**src/rtl/sar_seq_pkg.sv**
```systemverilog
package sar_seq_pkg;

    typedef enum logic [1:0] {
        PH_ACQUIRE = 2'd0,
        PH_UNZERO  = 2'd1,
        PH_HOLD    = 2'd2,
        PH_TRIAL   = 2'd3
    } phase_e;

endpackage

```
**src/rtl/sar_acq_timer.sv**
```systemverilog
module sar_acq_timer #(
    parameter int CYCLES = 80
) (
    input  logic clk,
    input  logic rst_n,
    input  logic run,
    output logic met
);
    localparam int CW = (CYCLES > 1) ? $clog2(CYCLES) : 1;

    logic [CW-1:0] cnt_d, cnt_q;
    logic          at_limit;

    assign at_limit = (cnt_q == CW'(CYCLES - 1));
    assign met      = run && at_limit;

    always_comb begin
        cnt_d = cnt_q;
        if (!run) begin
            cnt_d = '0;
        end else if (!at_limit) begin
            cnt_d = cnt_q + 1'b1;
        end
    end

    always_ff @(posedge clk or negedge rst_n) begin
        if (!rst_n) begin
            cnt_q <= '0;
        end else begin
            cnt_q <= cnt_d;
        end
    end
endmodule

```
**src/rtl/sar_bit_trial.sv**
```systemverilog
module sar_bit_trial #(
    parameter int WIDTH = 14,
    localparam int IW = $clog2(WIDTH)
) (
    input  logic [WIDTH-1:0] code,
    input  logic [IW-1:0]    idx,
    input  logic             comp,
    output logic [WIDTH-1:0] resolved,
    output logic [WIDTH-1:0] next_code
);
    always_comb begin
        resolved      = code;
        resolved[idx] = comp;
        next_code     = resolved;
        if (idx != '0) begin
            next_code[idx - 1'b1] = 1'b1;
        end
    end
endmodule

```
**src/rtl/sar_seq.sv**
```systemverilog
module sar_seq #(
    parameter int WIDTH         = 14,
    parameter int CLK_PERIOD_NS = 5,
    parameter int ACQ_MIN_NS    = 400
) (
    input  logic             clk,
    input  logic             rst_n,
    input  logic             cs_n,
    input  logic             conv_n,
    input  logic             comp_hi,
    output logic [WIDTH-1:0] dac_code,
    output logic             sample_en,
    output logic             zero_en,
    output logic             busy,
    output logic [WIDTH-1:0] result,
    output logic             result_valid
);
    import sar_seq_pkg::*;

    localparam int IW          = $clog2(WIDTH);
    localparam int ACQ_RAW     = (ACQ_MIN_NS + CLK_PERIOD_NS - 1) / CLK_PERIOD_NS;
    localparam int ACQ_CYCLES  = (ACQ_RAW < 1) ? 1 : ACQ_RAW;

    typedef struct packed {
        phase_e           phase;
        logic [WIDTH-1:0] code;
        logic [IW-1:0]    idx;
        logic             pend;
        logic             busy;
        logic [WIDTH-1:0] result;
        logic             valid;
    } seq_t;

    seq_t s_d, s_q;

    logic             req;
    logic             acq_met;
    logic [WIDTH-1:0] trial_resolved;
    logic [WIDTH-1:0] trial_next;

    assign req = !cs_n && !conv_n;

    sar_acq_timer #(
        .CYCLES (ACQ_CYCLES)
    ) u_timer (
        .clk   (clk),
        .rst_n (rst_n),
        .run   (s_q.phase == PH_ACQUIRE),
        .met   (acq_met)
    );

    sar_bit_trial #(
        .WIDTH (WIDTH)
    ) u_trial (
        .code      (s_q.code),
        .idx       (s_q.idx),
        .comp      (comp_hi),
        .resolved  (trial_resolved),
        .next_code (trial_next)
    );

    always_comb begin
        s_d       = s_q;
        s_d.valid = 1'b0;
        unique case (s_q.phase)
            PH_ACQUIRE: begin
                if (acq_met && (req || s_q.pend)) begin
                    s_d.phase = PH_UNZERO;
                    s_d.code  = '0;
                    s_d.pend  = 1'b0;
                    s_d.busy  = 1'b1;
                end else if (req) begin
                    s_d.pend = 1'b1;
                end
            end
            PH_UNZERO: begin
                s_d.phase = PH_HOLD;
            end
            PH_HOLD: begin
                s_d.phase = PH_TRIAL;
                s_d.code  = {1'b1, {(WIDTH-1){1'b0}}};
                s_d.idx   = IW'(WIDTH - 1);
            end
            PH_TRIAL: begin
                if (s_q.idx == '0) begin
                    s_d.code   = trial_resolved;
                    s_d.result = trial_resolved;
                    s_d.valid  = 1'b1;
                    s_d.busy   = 1'b0;
                    s_d.phase  = PH_ACQUIRE;
                end else begin
                    s_d.code = trial_next;
                    s_d.idx  = s_q.idx - 1'b1;
                end
            end
            default: s_d.phase = PH_ACQUIRE;
        endcase
    end

    always_ff @(posedge clk or negedge rst_n) begin
        if (!rst_n) begin
            s_q <= '{phase: PH_ACQUIRE, code: '0, idx: '0, pend: 1'b0,
                     busy: 1'b0, result: '0, valid: 1'b0};
        end else begin
            s_q <= s_d;
        end
    end

    assign dac_code     = s_q.code;
    assign sample_en    = (s_q.phase == PH_ACQUIRE) || (s_q.phase == PH_UNZERO);
    assign zero_en      = (s_q.phase == PH_ACQUIRE);
    assign busy         = s_q.busy;
    assign result       = s_q.result;
    assign result_valid = s_q.valid;
endmodule

```
**config.mk**
```make
export PLATFORM = sky130hd
export DESIGN_NAME = sar_seq
export DESIGN_NICKNAME = d
export VERILOG_FILES = /design/src/rtl/sar_seq_pkg.sv /design/src/rtl/sar_acq_timer.sv /design/src/rtl/sar_bit_trial.sv /design/src/rtl/sar_seq.sv
export SDC_FILE = /design/constraint.sdc
export NUM_CORES = 1
export LEC_CHECK = 0
export BUFFER_PORTS_ARGS = -buffer_cell sky130_fd_sc_hd__buf_2
export CAP_MARGIN = 5
export CORE_ASPECT_RATIO = 0.9
export CORE_MARGIN = 8
export CORE_UTILIZATION = 35
export CTS_CLUSTER_DIAMETER = 200
export DETAILED_ROUTE_END_ITERATION = 8
export SYNTH_ARGS = -nofsm -noshare
export SYNTH_HDL_FRONTEND = slang
export SYNTH_SLANG_ARGS = --single-unit
export TNS_END_PERCENT = 10
```
**constraint.sdc**
```tcl
create_clock -name clk -period 3.9 [get_ports clk]
set_input_delay 0.195 -clock clk [delete_from_list [all_inputs] [get_ports clk]]
set_output_delay 0.195 -clock clk [all_outputs]
set_load 0.05 [all_outputs]
```
After elaboration in Yosys (flattened, before gate mapping)
Index checks and enable logic that the tools add are counted.

Logic and storage cells: 66. Input port bits: 5. Bits in registers: 44.

Magnitude comparators: 4. Add/sub/neg operators: 2. Equality and inequality tests: 8. Mux-type cells: 21. Reduce and logical (&&, ||, !) cells: 22. Bitwise gates (word level): 1.

Operator list (count): $pmux 14 s3 (1); $mux 16 (2); $mux 14 (2); $bwmux 14 (1); $mux 7 (2); $or 14x14->14 (1); $lt 4x5->1 const B (2); $reduce_and 2->1 (5); $demux 1 s4 (2); $ge 4x1->1 const B (2); $ne 2x2->1 const B (4); $pmux 2 s4 (1); $pmux 4 s2 (1); $add 7x1->7 const B (1); $eq 7x7->1 const B (1); $mux 1 (6); $reduce_bool 2->1 (3); $logic_and 1x1->1 (5); $eq 2x2->1 const B (2); $logic_not 4->1 (1); $mux 4 (1); $reduce_bool 4->1 (1); $sub 4x1->4 const B (1); $reduce_and 3->1 (1); other kinds (7) (9).

Logic depth before layout (Yosys ltp)
Depth in word-level cells: 9. Depth in mapped cells: 8. Gate-level depth less buffers: 6.

Cells and area by module
From an unflattened synthesis, not the netlist that was laid out.

Cell total of the unflattened synthesis: 282. Area, all modules: 2892.8 um^2.

By module, submodules not included: sar_seq (area an instance 1936.9 um^2, cells an instance 160, instances 1, sequential area each 925.9 um^2); sar_bit_trial (area an instance 588.1 um^2, cells an instance 86, instances 1, sequential area each 0.0 um^2); sar_acq_timer (area an instance 367.9 um^2, cells an instance 36, instances 1, sequential area each 175.2 um^2).

Least setup slack after synthesis
OpenSTA, ideal clock, no wires.

Path type: reg2reg. Start: register s_q[35] in the netlist's numbering. End: register s_q[36] in the netlist's numbering. Arrival time: 1.946 ns. Stages on the path, launching flop included: 8. Path slack: 1.829 ns. Path buffers: 1. Period minus slack after synthesis: 2.071 ns. Cells stage by stage: dfrtp_1 inv_1 ha_1 buf_2 inv_1 a31o_2 nand2_1 mux2_4.

Cells in the longest elaborated chain, start to end: 5.

RTL lines: start, declared (RTL line sar_seq.sv:34) `seq_t s_d, s_q;`; start signal, assigned (RTL line sar_seq.sv:102) `s_q <= '{phase: PH_ACQUIRE, code: '0, idx: '0, pend: 1'b0,`; $logic_not 2->1 (*); via zero_en (RTL line sar_seq.sv:13) `output logic zero_en,`; $logic_and 1x1->1 (RTL line sar_acq_timer.sv:15) `assign met = run && at_limit;`; $logic_and 1x1->1 (RTL line sar_seq.sv:67) `if (acq_met && (req || s_q.pend)) begin`; $ne 2x2->1 (no line); $reduce_and 2->1 (no line).

The timed path passes the listed nets; every way through them passes the cells marked *. A chain may end at the register's enable or synchronous reset.

Final worst setup path
Start: register s_q[17] in the netlist's numbering. End: register s_q, in the netlist result[13].

Cells in the longest elaborated chain, start to end: 5.

RTL lines: $lt 4x5->1 (implied by the code) or $ge 4x1->1 (tied branches) (RTL line sar_bit_trial.sv:13) `resolved[idx] = comp;`; $logic_and 1x1->1 (implied by the code) (RTL line sar_bit_trial.sv:13); $mux 1 (implied by the code) (RTL line sar_bit_trial.sv:13); $demux 1 s4; $bwmux 14 (RTL line sar_bit_trial.sv:13).

Several ways; a longest one is shown, not always the timed one.

==> results.md <==
- Req. time, crit path: 4.08 ns
- Hold Path Class: input pin to asynchronous set/reset pin
- Port Buffers: 36
- Die Y: 100.6 um
- Worst-path clk slew: 0.08 ns
- Ports: 37
- WL final: just over 6000 um
- DIE WIDTH: 110.0 um
- All-Layer GR Usage: 11.62%
- Post-route ant nets: 0
- DRC viols: 0
- Async set or reset register ratio after synthesis: 100.0%
- #FFs+latches synth: 44
- Share of post-route cells with drive strength above 1: a little over a fifth
- Avg Cell Area, Syn: 9.245 um2
- DR iter-0 viols: around 140
- Setup Fix Bufs, Post-CTS: 0
- CTS Buffer Depth: 2
- # setup viols final: 0
- H-Tree Depth: 2
- Site Rows: 31
- # hold bufs at CTS: 0
- Slew at the pin with the worst max-slew slack: roughly 1.0 ns
- Mapped Area: 0.002783 mm2
- Slew Limit Headroom: approximately a third
- Clock Tree Root: clkbuf_8
- Antenna violations before repair: 0
- Mapped Cells: roughly 300
- Diodes inserted: 0
- Via count: 2080
- Clk_lat worst skew: 0.29 ns
- Layout area overhead: 2.833%
- Switching Share: 27.79%
- TritonCTS Buffers: 5
- Drt via density: 5.239
- Sequential fraction of design power: 54.2%
- Clock share of power: 34.0%
- Max cap viols: 0
- Maximum resistive drop on vdd: 0.1357 mV
- Crit-path max FO: 28
- PD cells: 309.1 mW/mm2
- Pint: 0.0006388 W
- Combinational power share: between 10% and 20%
- Largest net degree at the start of global routing: 45
- Die area: 0.01106 mm2
- Core ar.: 0.007874 mm2
- GPL Wtd Cong: between 0.8 and 0.9
- Post-DP HPWL: between 4000 and 5000 um
- Sw power: 0.0002458 W
- Setup TNS: 0 ns
- DR WL/cell: 15.48 um
- Ys Warns: 0
- Netlist cell types: 56
- Vias in the first global route: 2032
- Status: complete, no violations
- Clk sinks: 44
- Final min period: 2.537 ns
- CTS tree: done
- First-pass GRT wire length: just over 10000 um
- Period Utilization, post-route: 65.05%
- Final max-slew violation count: 0
- F_max: 0.3942 GHz
- Number of synthesized flops with an enable pin: 0
- Nets@finish: ~310
- Worst Skew: 0.005384 ns
- Power, Total: 0.0008846 W
- Leakage: 1.260 nW
- Register area share after synthesis: 39.57%
- Gr ovfl total: 0
- Unrepaired setup endpoints after global routing: no
- Worst EP arrival: 2.72 ns
- CP Launch Type: flop
- Worst Setup End Kind: flop
- Syn nets: 315
- Drt pass-1 iters: 4
- Path type of the worst setup path: flop to flop
- Final hold vios: 0
- Top_reg_cell synth: dfrtp_1
- Initial Util: between 30% and 40%
- Post-CTS Resized: 0
## stage by stage
step / instance area, um2 / setup WS [ns] / util (%) / std cells / hold slack, ns
global route: 2861 / 1.197 / 36.34 / 397 / 0.1539
finish: 2861 / 1.363 / 36.34 / 397 / 0.07013
detailed placement: 2771 / 1.387 / 35.20 / 389 / 0.4346
floorplan: 2783 / 1.829 / - / 301 / -0.1006
global placement: 2771 / 1.469 / 35.20 / 389 / 0.4263
CTS: 2861 / 1.365 / 36.34 / 397 / 0.1114
## power by group through the flow
| stage | sequential [W] | clock, W | combinational, W |
|---|---|---|---|
| 2_1_floorplan | 0.000486 | 0 | 0.0000963 |
| 3_3_place_gp | 0.000488 | 0 | 0.000106 |
| 3_5_place_dp | 0.000489 | 0 | 0.000107 |
| 4_1_cts | 0.000479 | 0.000310 | 0.000107 |
| 5_1_grt | 0.000482 | 0.000331 | 0.000113 |
| 6_report | 0.000479 | 0.000301 | 0.000105 |
## registers in the layout, indices dropped and copies added (netlist names)
register	count
u_timer.cnt_q	7
result	14
s_q	7
result_valid	1
busy	1
dac_code	14
## Yosys cell counts, drive strengths merged (5+ instances only)
| library cell | number | area [um2] |
|---|---|---|
| a21oi | 28 | 140.1 |
| a31oi | 9 | 56.30 |
| buf | 42 | 296.5 |
| clkbuf | 5 | 18.77 |
| dfrtp | 44 | 1101 |
| ha | 9 | 112.6 |
| inv | 12 | 45.04 |
| mux2 | 5 | 60.05 |
| mux2i | 9 | 90.09 |
| nand2 | 24 | 92.59 |
| nand3b | 5 | 37.54 |
| nor2 | 28 | 123.9 |
| o21ai | 24 | 123.9 |
## placed cells by master (no fill, tap or decap), types with 2 or more instances in the layout
cell       instances
a21oi_1           28
a2bb2oi_1          2
a31oi_1            9
a41oi_2            2
and3_1             2
buf_2             36
clkbuf_1           2
clkbuf_8           6
dfrtp_1           44
ha_1               9
inv_1             12
mux2_2             4
mux2i_1            9
nand2_1           23
nand2b_1           4
nand3_1            4
nand3b_1           5
nand4b_1           2
nor2_1            26
nor2b_1            4
nor3b_1            3
o21ai_0           16
o21ai_1            7
o21ba_2            2
o22ai_1            2
o2bb2ai_1          2
o31ai_1            2
o31ai_2            2
xnor2_1            3
## routing by layer
metal,vias up,global-route usage [%],part of all wire (%)
met5,-,0,0
met4,0,5.809,2.4
met3,11,2.046,4.8
met2,55,17.27,45
met1,995,15.70,47
li1,1019,-,-
## kinds of logic after synthesis
logic type | after synthesis | share of synthesized area [%]
adder cells (fa/ha/maj) | 9 | 4.047
flip-flops | 44 | 39.57
AND/OR/NAND/NOR | 82 | 15.56
XOR/XNOR | 4 | 1.259
multiplexers | 14 | 5.396
AO/OA/AOI/OAI | 89 | 21.22
buffers and inverters | 59 | 12.95
## path summary, 6_finish.rpt
check	start	endpoint	slack [ns]	depth (start not counted)
setup / recovery	s_q[17]$_DFFE_PN0P_	result[13]$_DFFE_PN0P_	1.36	5
hold / removal	rst_n	dac_code[8]$_DFFE_PN0P_	0.07	1
setup reg to reg	s_q[17]$_DFFE_PN0P_	result[13]$_DFFE_PN0P_	1.36	5
hold reg to reg	u_timer.cnt_q[2]$_DFFE_PN0P_	u_timer.cnt_q[2]$_DFFE_PN0P_	0.50	1
max in group asynchronous	rst_n	result[1]$_DFFE_PN0P_	3.22	1
min in group clk	cs_n	s_q[16]$_DFFE_PN0P_	0.24	4
## final cells by class
class                           instances  area, um2
Inverter                               12      45.04
Tap cell                               99      123.9
Sequential cell                        44       1101
Clock buffer                            8      90.09
Fill cell                             804       5012
Multi-Input combinational cell        198       1321
Timing Repair Buffer                   36      180.2
## worst max-delay path, stage by stage (launching register included)
cell     delay [ns]
dfrtp_1        0.48
inv_1          0.13
ha_1           0.60
or3b_4         0.51
nor2_8         0.33
mux2_2         0.38
Power figures use the tool's default switching activity.
